### src/rtl/mcr_pkg.sv
package mcr_pkg;
    // lock tolerance is BIT_CYC >> TOL_SHIFT on either side of nominal
    localparam int unsigned TOL_SHIFT = 2;

    function automatic int unsigned cnt_width(input int unsigned n);
        return (n < 2) ? 1 : $clog2(n + 1);
    endfunction
endpackage

### src/rtl/mcr_edge_sync.sv
module mcr_edge_sync #(
    parameter int unsigned SYNC_STAGES = 2
) (
    input  logic clk_i,
    input  logic rst_i,
    input  logic line_i,
    output logic edge_o
);
    typedef struct packed {
        logic [SYNC_STAGES:0] pipe;   // [SYNC_STAGES] is the previous synced level
    } state_t;

    state_t s_d, s_q;

    always_comb begin
        s_d      = s_q;
        s_d.pipe = {s_q.pipe[SYNC_STAGES-1:0], line_i};
    end

    always_ff @(posedge clk_i) begin
        if (rst_i) s_q <= '0;
        else       s_q <= s_d;
    end

    assign edge_o = s_q.pipe[SYNC_STAGES] ^ s_q.pipe[SYNC_STAGES-1];
endmodule

### src/rtl/mcr_cell_timer.sv
module mcr_cell_timer #(
    parameter int unsigned HALF_CYC = 8,
    parameter int unsigned QTR_CYC  = 4
) (
    input  logic clk_i,
    input  logic rst_i,
    input  logic trig_i,
    output logic rxc_o,
    output logic blank_o
);
    localparam int unsigned HW = mcr_pkg::cnt_width(HALF_CYC);
    localparam int unsigned QW = mcr_pkg::cnt_width(QTR_CYC);

    typedef struct packed {
        logic [HW-1:0] half;
        logic [QW-1:0] qtr;
    } state_t;

    state_t s_d, s_q;

    always_comb begin
        s_d = s_q;
        if (trig_i) begin
            s_d.half = HW'(HALF_CYC);
            s_d.qtr  = QW'(QTR_CYC);
        end else if (s_q.half != '0) begin
            s_d.half = s_q.half - 1'b1;
        end else if (s_q.qtr != '0) begin
            s_d.qtr = s_q.qtr - 1'b1;   // guard runs once the half timer has expired
        end
    end

    always_ff @(posedge clk_i) begin
        if (rst_i) s_q <= '0;
        else       s_q <= s_d;
    end

    assign rxc_o   = (s_q.half != '0);
    assign blank_o = rxc_o | (s_q.qtr != '0);
endmodule

### src/rtl/mcr_lock_mon.sv
module mcr_lock_mon #(
    parameter int unsigned BIT_CYC = 16
) (
    input  logic clk_i,
    input  logic rst_i,
    input  logic accept_i,
    output logic lock_o
);
    localparam int unsigned TOL = BIT_CYC >> mcr_pkg::TOL_SHIFT;
    localparam int unsigned LO  = BIT_CYC - TOL;
    localparam int unsigned HI  = BIT_CYC + TOL;
    localparam int unsigned SAT = HI + 1;
    localparam int unsigned GW  = mcr_pkg::cnt_width(SAT);

    typedef struct packed {
        logic [GW-1:0] gap;
        logic          seen;
        logic          lock;
    } state_t;

    state_t s_d, s_q;

    always_comb begin
        s_d = s_q;
        if (s_q.gap != GW'(SAT)) s_d.gap = s_q.gap + 1'b1;
        if (accept_i) begin
            s_d.gap  = GW'(1);
            s_d.seen = 1'b1;
            s_d.lock = s_q.seen && (s_q.gap >= GW'(LO)) && (s_q.gap <= GW'(HI));
        end
    end

    always_ff @(posedge clk_i) begin
        if (rst_i) s_q <= '0;
        else       s_q <= s_d;
    end

    assign lock_o = s_q.lock;
endmodule

### src/rtl/mcr_clk_recover.sv
module mcr_clk_recover #(
    parameter int unsigned BIT_CYC     = 16,
    parameter int unsigned SYNC_STAGES = 2
) (
    input  logic clk_i,
    input  logic rst_i,
    input  logic line_i,
    output logic rxc_o,
    output logic rxd_o,
    output logic rxd_vld_o,
    output logic lock_o
);
    localparam int unsigned HALF_CYC = BIT_CYC / 2;
    localparam int unsigned QTR_CYC  = BIT_CYC / 4;

    typedef struct packed {
        logic bnd;   // blanked transition seen since last accepted one
        logic rxd;
        logic vld;
    } state_t;

    state_t s_d, s_q;
    logic   edge_w, blank_w, accept_w, rxc_w;

    mcr_edge_sync #(.SYNC_STAGES(SYNC_STAGES)) u_edge (
        .clk_i (clk_i),
        .rst_i (rst_i),
        .line_i(line_i),
        .edge_o(edge_w)
    );

    // centre gate: edge AND not(recovered clock or guard)
    assign accept_w = edge_w & ~blank_w;

    mcr_cell_timer #(.HALF_CYC(HALF_CYC), .QTR_CYC(QTR_CYC)) u_timer (
        .clk_i  (clk_i),
        .rst_i  (rst_i),
        .trig_i (accept_w),
        .rxc_o  (rxc_w),
        .blank_o(blank_w)
    );

    mcr_lock_mon #(.BIT_CYC(BIT_CYC)) u_lock (
        .clk_i   (clk_i),
        .rst_i   (rst_i),
        .accept_i(accept_w),
        .lock_o  (lock_o)
    );

    always_comb begin
        s_d     = s_q;
        s_d.vld = 1'b0;
        if (edge_w && blank_w) s_d.bnd = 1'b1;
        if (accept_w) begin
            s_d.rxd = s_q.bnd;
            s_d.bnd = 1'b0;
            s_d.vld = 1'b1;
        end
    end

    always_ff @(posedge clk_i) begin
        if (rst_i) s_q <= '0;
        else       s_q <= s_d;
    end

    assign rxc_o     = rxc_w;
    assign rxd_o     = s_q.rxd;
    assign rxd_vld_o = s_q.vld;
endmodule

### config.mk
export PLATFORM = sky130hd
export DESIGN_NAME = mcr_clk_recover
export DESIGN_NICKNAME = d
export VERILOG_FILES = /design/src/rtl/mcr_pkg.sv /design/src/rtl/mcr_edge_sync.sv /design/src/rtl/mcr_cell_timer.sv /design/src/rtl/mcr_lock_mon.sv /design/src/rtl/mcr_clk_recover.sv
export SDC_FILE = /design/constraint.sdc
export NUM_CORES = 1
export LEC_CHECK = 0
export BUFFER_PORTS_ARGS = -buffer_cell sky130_fd_sc_hd__buf_2
export CAP_MARGIN = 5
export CORE_MARGIN = 2
export CORE_UTILIZATION = 50
export CTS_CLUSTER_SIZE = 40
export DETAILED_ROUTE_END_ITERATION = 7
export PLACE_DENSITY_LB_ADDON = 0.15
export SYNTH_ARGS = -nofsm -noshare
export SYNTH_HDL_FRONTEND = slang
export SYNTH_SLANG_ARGS = --single-unit
### constraint.sdc
create_clock -name clk_i -period 5.1 [get_ports clk_i]
set_clock_uncertainty 0.2 [all_clocks]
set_input_delay 0.51 -clock clk_i [delete_from_list [all_inputs] [get_ports clk_i]]
set_output_delay 0.51 -clock clk_i [all_outputs]
set_load 0.02 [all_outputs]
==> impl_results.md, run 1 <==
* CTS tree: done
* Min-Delay Path Depth at 2
* Prevailing post-synth register cell: dfxtp_1
* Crit path launch type: register
* All-Layer GR Usage at 17.7%
* Hold_sp: line_i
* Cell area after synthesis at approximately 910 um^2
* Worst hold path type: primary input to register
* Post-Route WL at about 1.6 mm
* Layout cells sized above 1 at 11.4%
* Worst-Skew Late Latency at 0.31 ns
* Tmin final at between 2 and 2.5 ns
* Clk slew on worst S/H paths at 0.12 ns
* Critical Path AT at 1.61 ns
* Mapped Avg Cell Area at 9.42 um^2
* Root Buffer: clkbuf_4
* Initial Util at 52.9%
* Sw Pwr at 227 uW
* Worst hold slack at 0.194 ns
* VDD IR max at 439 uV
* Worst Tran Pin Value at around 0.55 ns
* Wire length per cell at 12.2 um
* Row cnt at 15
* Final setup vio count at 0
* Via density at 5.35
* Result of the run: finished clean
* First-pass GRT wire length at 2.71 mm
* DRT iter0 DRCs at 6
* Unique masters post-synth at 30
* Routability cong. at roughly 0.73
* Post-Place Cell Area at 967 um^2
* Final Hold Fails at 0
* Pin count of the biggest net entering global routing at 23
* Top Usage Layer GRT: met2
* DP HPWL at ~1.1 mm
* Cells after Synth at 97
* FFs w/ async S/R, synth at 0%
* Flop-to-flop setup slack at ~3.1 ns
* Max H-tree Level at 1
* Overall die width at 46.7 um
* Die Y-Extent at 46.7 um
* CORE AREA at 1730 um^2
* Cell with the most instances after synthesis: dfxtp_1
* Post-DRT Antenna Nets at 0
* Area Overhead vs Synth at 11.6%
* Critical path type: register to output pin
* Sequential area share after synthesis at 43.8%
* Die area at 2180 um^2
* Critical path peak fanout at 9
* Num ports at 7
* GR met1 Demand/Resource at 22.3%
* Worst Reg-to-Reg Cells at 6
* Drt pass-1 iters at 4
* Cell internal pwr at ~370 uW
* Worst setup EP type: output pin
* DRC at 0
* Post-Syn Nets at 106
* M3 GR Usage at 3.85%
* # port buffers at 6
* Vias in the first global route at 672
* Setup Total Neg Slack at 0 ns
* Fin nets at 115
* Area leader, netlist: dfxtp_1
* Max frequency at 430 MHz
* Share of the synthesized area in the top cell type at 43.8%
* Residual overflow from global routing at 0
* Post-synth EDFFs at 0
* Reg power frac at 35.8%
* # clock sinks at 20
* RSZ-0062 raised after global routing: false
* Largest cells by area after synthesis: dfxtp_1 44%, ha_1 8.2%, a21oi_1 4.9%, inv_1 3.7%, mux2i_1 3.3%
* Ant diodes at 0
* Via count at between 600 and 700
* Post_cts resized at 0
* Period utilization at 45.6%
* Crit path from: u_timer.s_q[3]
* Post-Layout Inst Area at 1020 um^2
* Critical Path RT at around 4.4 ns
* CTS Hold Bufs at 0
* Combinational share of power at 42.0%
* Post-synth top cells: 20 x dfxtp_1, 9 x a21oi_1, 9 x inv_1, 6 x ha_1, 6 x nor3_1
* Number of synthesized register bits at 20
* YS warnings at 0
* Switching part of the total at 38.1%
* Num CTS Buffers at 3
* Worst reg2reg startpoint: u_timer.s_q[3]
* Lkg Pwr at 0.000421 uW
* Slew Viols, Final at 0
* Slew headroom at 62.9%
* Met2 Use GR at 27.5%
* CTS max path bufs at 2
* Antenna violations before repair at 0
* Post-CTS Setup Repair Bufs at 0
* Max_cap viols at 0
* Cell Pwr Density at 584 nW/um^2
* Power share of the clock group at 22.1%
[cell usage in the layout (no fill, tap or decap), types with 4 or more instances in the layout]
cell     instances
dfxtp_1         20
inv_1            9
a21oi_1          9
nor3_1           6
ha_1             6
buf_2            6
nor2_1           5
nor2b_1          4
[metrics by stage]
step                      setup slack, ns  utilization (%)  total power [uW]  cells
after floorplan                      3.28                -               409     97
after global placement               3.18             56.0               457    126
after detailed placement             3.13             56.0               463    126
after CTS                            2.78             59.1               602    130
after global routing                 2.72             59.1               637    130
final                                2.78             59.1               596    130
[power by group through the flow]
stage          Combinational [uW]  Sequential [uW]  Clock (uW)
5_1_grt                       278              218         140
6_report                      250              213         132
3_3_place_gp                  242              216           0
3_5_place_dp                  246              217           0
2_1_floorplan                 196              214           0
4_1_cts                       251              214         136
[path summary, 6_finish.rpt]
| check | end |
|---|---|
| setup / recovery | rxc_o |
| hold reg to reg | u_edge.s_q[1] |
| setup reg to reg | u_lock.s_q[5] |
| hold / removal | u_edge.s_q[0] |
[kinds of logic (layout without fill, tap and decap cells)]
kind of cell             Yosys count  count (layout)  share of synthesized area [%]
AO/OA/AOI/OAI                     20              20                           14.5
XOR/XNOR                           5               5                           4.80
adder cells (fa/ha/maj)            6               6                           8.22
buffers and inverters             12              20                           4.93
flip-flops                        20              20                           43.8
multiplexers                       3               3                           3.29
AND/OR/NAND/NOR                   31              31                           20.4
[layout make-up]
| class | instances | area, um^2 |
|---|---|---|
| fillers | 159 | 707 |
| multi-input cells | 65 | 468 |
| flip-flops and latches | 20 | 400 |
| inverters | 10 | 37.5 |
| well taps | 25 | 31.3 |
| clock inverters | 1 | 30.0 |
| repair buffers | 6 | 30.0 |
| clock buffers | 3 | 22.5 |
[sequential cells by signal, summed over array words and instances (netlist names)]
signal / count
u_edge.s_q: 3
u_lock.lock_o: 1
rxd_o: 1
s_q: 1
rxd_vld_o: 1
u_timer.s_q: 7
u_lock.s_q: 6
[worst max-delay path, cell delays in order, from the launching register on]
cell     delay, ns
dfxtp_1       0.34
inv_1         0.08
ha_1          0.21
nor3b_4       0.35
inv_2         0.14
buf_2         0.19
[layer usage]
layer	up-vias	wire (um)
li1	359	-
met5	-	0
met3	5	48
met2	11	714
met4	0	46
met1	321	774
Note: power is estimated with default switching activity, not from simulation.
==> run 2: changes to the inputs <==
Clock period 5.1 ns to 1.9 ns, I/O delays scaled along.
==> run 2 against run 1 <==
Cell count up 3.1%. Critical endpoint unchanged. Global-route usage down 1.3 points. Largest power group unchanged. Die area unchanged. Register-to-register slack worse by 3.0 ns. Worst hold slack worse by 0.11 ns. Critical path depth unchanged. Flip-flop and latch count unchanged. Design area up 1.8%.
==> impl_results.md, run 2 (same netlist as run 1, synthesis figures left out) <==
* Switching part of the total at 38.8%
* Routability cong. at roughly 0.75
* Largest Register: u_timer.s_q
* VDD IR max at 686 uV
* Worst hold path type: primary input to register
* Drt pass-1 iters at 3
* Via count at 686
* Cell internal pwr at 940 uW
* Flop-to-flop setup slack at between 0.1 and 0.15 ns
* CP Cell Sequence: inv_1 -> ha_1 -> nor3b_4 -> inv_2 -> buf_4
* Die area at approximately 2200 um^2
* Setup Slack @ Placement at ~0.16 ns
* Ant diodes at 0
* Worst reg2reg path endpoint: u_timer.s_q[1]
* Met3 routed WL at 42 um
* Met2 routed WL at 713 um
* Tmin final at 1.80 ns
* # clock sinks at 20
* Register area at 400 um^2
* Crit path launch type: register
* Num ports at 7
* Vias in the first global route at 593
* Critical Path Stages at 5
* Die Y-Extent at 46.7 um
* Max reg flops at 7
* Critical path endpoint: rxc_o
* Worst-Skew Late Latency at 0.30 ns
* Highest-count cells in the layout ignoring fill and taps: 20 x dfxtp_1, 9 x inv_1, 9 x a21oi_1
* # fillers at 171
* Via density at approximately 5.1
* Worst Reg-to-Reg Cells at 6
* Antenna violations before repair at 0
* Critical Path AT at 1.41 ns
* Most common cell after layout, fill and taps aside: dfxtp_1
* DRT iter0 DRCs at 5
* Max layer used: met4
* Cell Pwr Density at 1480 nW/um^2
* CORE AREA at 1730 um^2
* Max_cap viols at 0
* Crit path from: u_timer.s_q[3]
* Overall die width at around 47 um
* Tot Pwr at 1540 uW
* Critical Path RT at 1.51 ns
* CTS max path bufs at 2
* RSZ-0062 raised after global routing: false
* All-Layer GR Usage at 16.3%
* DP HPWL at between 1 and 1.5 mm
* Crit path buffers/inverters at 3
* Pin count of the biggest net entering global routing at 23
* Worst reg2reg startpoint: u_timer.s_q[3]
* Power share of the clock group at around 16%
* Worst Tran Pin Value at 0.538 ns
* # port buffers at 6
* Result of the run: finished clean
* Residual overflow from global routing at 0
* Critical path type: register to output pin
* Setup Total Neg Slack at 0 ns
* Period utilization at 94.6%
* Row cnt at 15
* Crit-path max cell delay at 0.36 ns
* Clk slew on worst S/H paths at roughly 0.11 ns
* DRC at 0
* Slew headroom at about 64%
* Lkg Pwr at ~0.00043 uW
* Post-Route WL at 1.56 mm
* CTS tree: done
* Reg power frac at roughly 37%
* Multi-input logic area at 468 um^2
* Worst setup EP type: output pin
* Area Overhead vs Synth at 13.7%
* Fin nets at approximately 120
* Final Hold Fails at 0
* Sw Pwr at 596 uW
* First-pass GRT wire length at roughly 2.5 mm
* Num CTS Buffers at 3
* Max H-tree Level at 1
* Wire length per cell at 11.7 um
* Critical-path top delay cell: dfxtp_1
* Slew Viols, Final at 0
* Initial Util at 52.9%
* Final setup vio count at 0
* Layout cells sized above 1 at 13.8%
* Critical path's top delay family: flip-flops
* Max frequency at 556 MHz
* Combinational share of power at 47.1%
* Wl on met1 at 783 um
* Root Buffer: clkbuf_4
* Top flop regs: u_timer.s_q: 7 flops, u_lock.s_q: 6 flops, u_edge.s_q: 3 flops
* Critical path peak fanout at 9
* Post-DRT Antenna Nets at 0
* Setup slack after layout at 0.102 ns
-- run 2: cell count changes in the layout (fill, tap and decap cells not counted) --
cell / change
clkbuf_8: +1
buf_4: +4
dlygate4sd3_1: +1
bufinv_16: -1
buf_2: -1
-- run 2: per-layer routing --
layer / vias up / track usage, %
met5: - / 0
met4: 0 / 8.33
met3: 4 / 3.46
met2: 6 / 27.2
met1: 310 / 20.0
li1: 366 / -
-- run 2: cell type report --
type | count | share of cell area [%]
inverter | 10 | 3.61
timing repair buffer | 10 | 6.27
clock buffer | 4 | 3.49
tap | 25 | 3.01
multi-input combinational | 65 | 45.1
sequential | 20 | 38.6
-- run 2: power by group through the flow --
stage	Combinational [uW]	Sequential, uW	Clock (uW)
after floorplan	526	573	0
after global placement	696	578	0
after detailed placement	712	583	0
after CTS	718	572	253
after global routing	806	584	267
final	723	572	242
-- run 2: worst min path at each step --
| stage | start | endpoint | slack [ns] | cells past startpoint |
|---|---|---|---|---|
| CTS | rst_i | rxd_vld_o | 0.08 | 2 |
| global route | rst_i | rxd_vld_o | 0.1 | 2 |
| finish | rst_i | rxd_vld_o | 0.08 | 2 |
| floorplan | line_i | u_edge.s_q[0] | 0.12 | 1 |
| global placement | line_i | u_edge.s_q[0] | 0.21 | 2 |
| detailed placement | line_i | u_edge.s_q[0] | 0.22 | 2 |
-- run 2: repair_timing --
action                     4_1_cts  5_1_grt
gates resized for setup          0        1
hold endpoints to repair         1        0
hold buffers                     1        0
buffers inserted                 0        0
setup endpoints to repair        0        1
-- run 2: through the flow --
stage          cell area [um^2]  instances  hold WS (ns)  utilization (%)
4_1_cts                    1040        134        0.0782             60.0
2_1_floorplan               913         97         0.118                -
6_report                   1040        134        0.0805             60.1
3_3_place_gp                990        129         0.208             57.3
3_5_place_dp                990        129         0.216             57.3
5_1_grt                    1040        134        0.0977             60.1
==> run 3: changes to the inputs <==
==> constraint.sdc (replaced) <==
create_clock -name clk_i -period 1.9 [get_ports clk_i]
set_clock_uncertainty 0.2 [all_clocks]
set_input_delay 0.095 -clock clk_i [delete_from_list [all_inputs] [get_ports clk_i]]
set_output_delay 0.095 -clock clk_i [all_outputs]
set_load 0.02 [all_outputs]
==> run 3 against run 2 <==
Utilization grew 1.0 points. Die area stayed put. Worst setup slack improved by 0.039 ns. Clock power hardly changed. Cell count is 1.5% higher. Clock-buffer cell count did not move. Worst hold slack improved by 0.17 ns. Flip-flop and latch count unchanged. Power shrank 0.51%. First-iteration DRC count is 20% higher. Global-route usage rose by 0.32 points. Non-clock buffer count is 2 higher. Critical path type is now register to register. Largest cell class unchanged. Largest power group unchanged.
==> impl_results.md, run 3 (same netlist as run 1, synthesis figures left out) <==
* Layout cells sized above 1 at a little over an eighth
* Final Hold Fails at 0
* Lkg Pwr at about 0.00044 uW
* Post_cts resized at 0
* Slew headroom at 63.9%
* Worst Tran Pin Value at ~0.54 ns
* Clk slew on worst S/H paths at 0.11 ns
* # port buffers at 6
* CTS tree: done
* Num ports at 7
* Ant diodes at 0
* Critical Path AT at 1.78 ns
* Initial Util at 52.9%
* Critical path peak fanout at 9
* Vias in the first global route at 607
* Via count at 692
* Antenna violations before repair at 0
* Die area at 2180 um^2
* Max_cap viols at 0
* Highest-count cells in the layout ignoring fill and taps: 20 x dfxtp_1, 9 x inv_1, 9 x a21oi_1
* RSZ-0062 raised after global routing: false
* Tmin final at 1.76 ns
* Root Buffer: clkbuf_4
* Critical Path RT at about 1.9 ns
* Slew Viols, Final at 0
* Critical path type: register to register
* Worst hold slack at around 0.25 ns
* Setup Total Neg Slack at 0 ns
* CTS max path bufs at 2
* Cell Pwr Density at around 1400 nW/um^2
* Most common cell after layout, fill and taps aside: dfxtp_1
* Max frequency at between 500 and 600 MHz
* Post-Route WL at 1.58 mm
* Worst-Skew Late Latency at 0.30 ns
* First-pass GRT wire length at between 2 and 3 mm
* Post-DRT Antenna Nets at 0
* Residual overflow from global routing at 0
* Area Overhead vs Synth at 15.6%
* Fin nets at 121
* Period utilization at 92.6%
* Wire length per cell at 11.6 um
* Via density at 5.09
* Final setup vio count at 0
* Worst setup EP type: register
* VDD IR max at 676 uV
* Routability cong. at 0.754
* Row cnt at 15
* All-Layer GR Usage at between 10% and 20%
* Post-Layout Inst Area at 1060 um^2
* Pin count of the biggest net entering global routing at 23
* Top flop regs: u_timer.s_q: 7 flops, u_lock.s_q: 6 flops, u_edge.s_q: 3 flops
* Num CTS Buffers at 3
* Largest Register: u_timer.s_q
* Post-Place Cell Area at ~990 um^2
* Drt pass-1 iters at 3
* Result of the run: finished clean
* Crit path launch type: register
* DRC at 0
* DP HPWL at 1.13 mm
* Die Y-Extent at 46.7 um
* Max reg flops at 7
* CORE AREA at 1730 um^2
* Overall die width at 46.7 um
* Worst hold path type: register to register
* DRT iter0 DRCs at 6
* # clock sinks at 20
* Max H-tree Level at 1
==> run 3: changes by cell type in the layout (fill, tap and decap cells not counted), sizes merged <==
cell	before	now
dlygate4sd3	1	3
==> run 3: final timing paths <==
check,start,end,slack [ns],cells past startpoint
min reg2reg,u_edge.s_q[0],u_edge.s_q[1],0.25,1
max,u_timer.s_q[3],u_timer.s_q[1],0.14,6
max reg2reg,u_timer.s_q[3],u_timer.s_q[1],0.14,6
min,u_edge.s_q[0],u_edge.s_q[1],0.25,1
==> run 3: layer usage <==
metal	wire (um)	share of wire (%)	track usage, %
met1	791	50	20.4
met2	717	45	27.8
met3	42	2.7	3.46
met4	25	1.6	8.33
met5	0	0	0
==> run 3: report_power, final <==
| group | switching [uW] | internal [uW] | leakage (uW) |
|---|---|---|---|
| sequential | 63.8 | 508 | 0.000164 |
| combinational | 407 | 307 | 0.000258 |
| clock | 126 | 117 | 0.0000210 |
==> run 3: final cells by class <==
type                       count  area, um^2
clock buffer                   4        36.3
fill                         168         671
inverter                      10        37.5
multi-input combinational     65         468
sequential                    20         400
tap                           25        31.3
timing repair buffer          12        82.6
==> run 3: repair_timing <==
| item | in CTS | in global routing |
|---|---|---|
| endpoints found under the hold margin | 3 | 0 |
| buffers inserted | 0 | 0 |
| hold buffers | 3 | 0 |
==> run 3: through the flow <==
step                total power, uW  worst slack, ns  util [%]  cells
finish                         1530            0.141      61.2    136
global route                   1650           0.0265      61.2    136
CTS                            1550            0.125      61.2    136
detailed placement             1290            0.160      57.3    129
global placement               1270            0.211      57.3    129
floorplan                      1100           0.0829         -     97
==> run 3: critical path: stages (launching register included) <==
cell and delay [ns]:
dfxtp_1 0.34, inv_1 0.07, ha_1 0.19, nor3b_4 0.22, inv_2 0.11, or4_1 0.48
o31ai_1 0.07
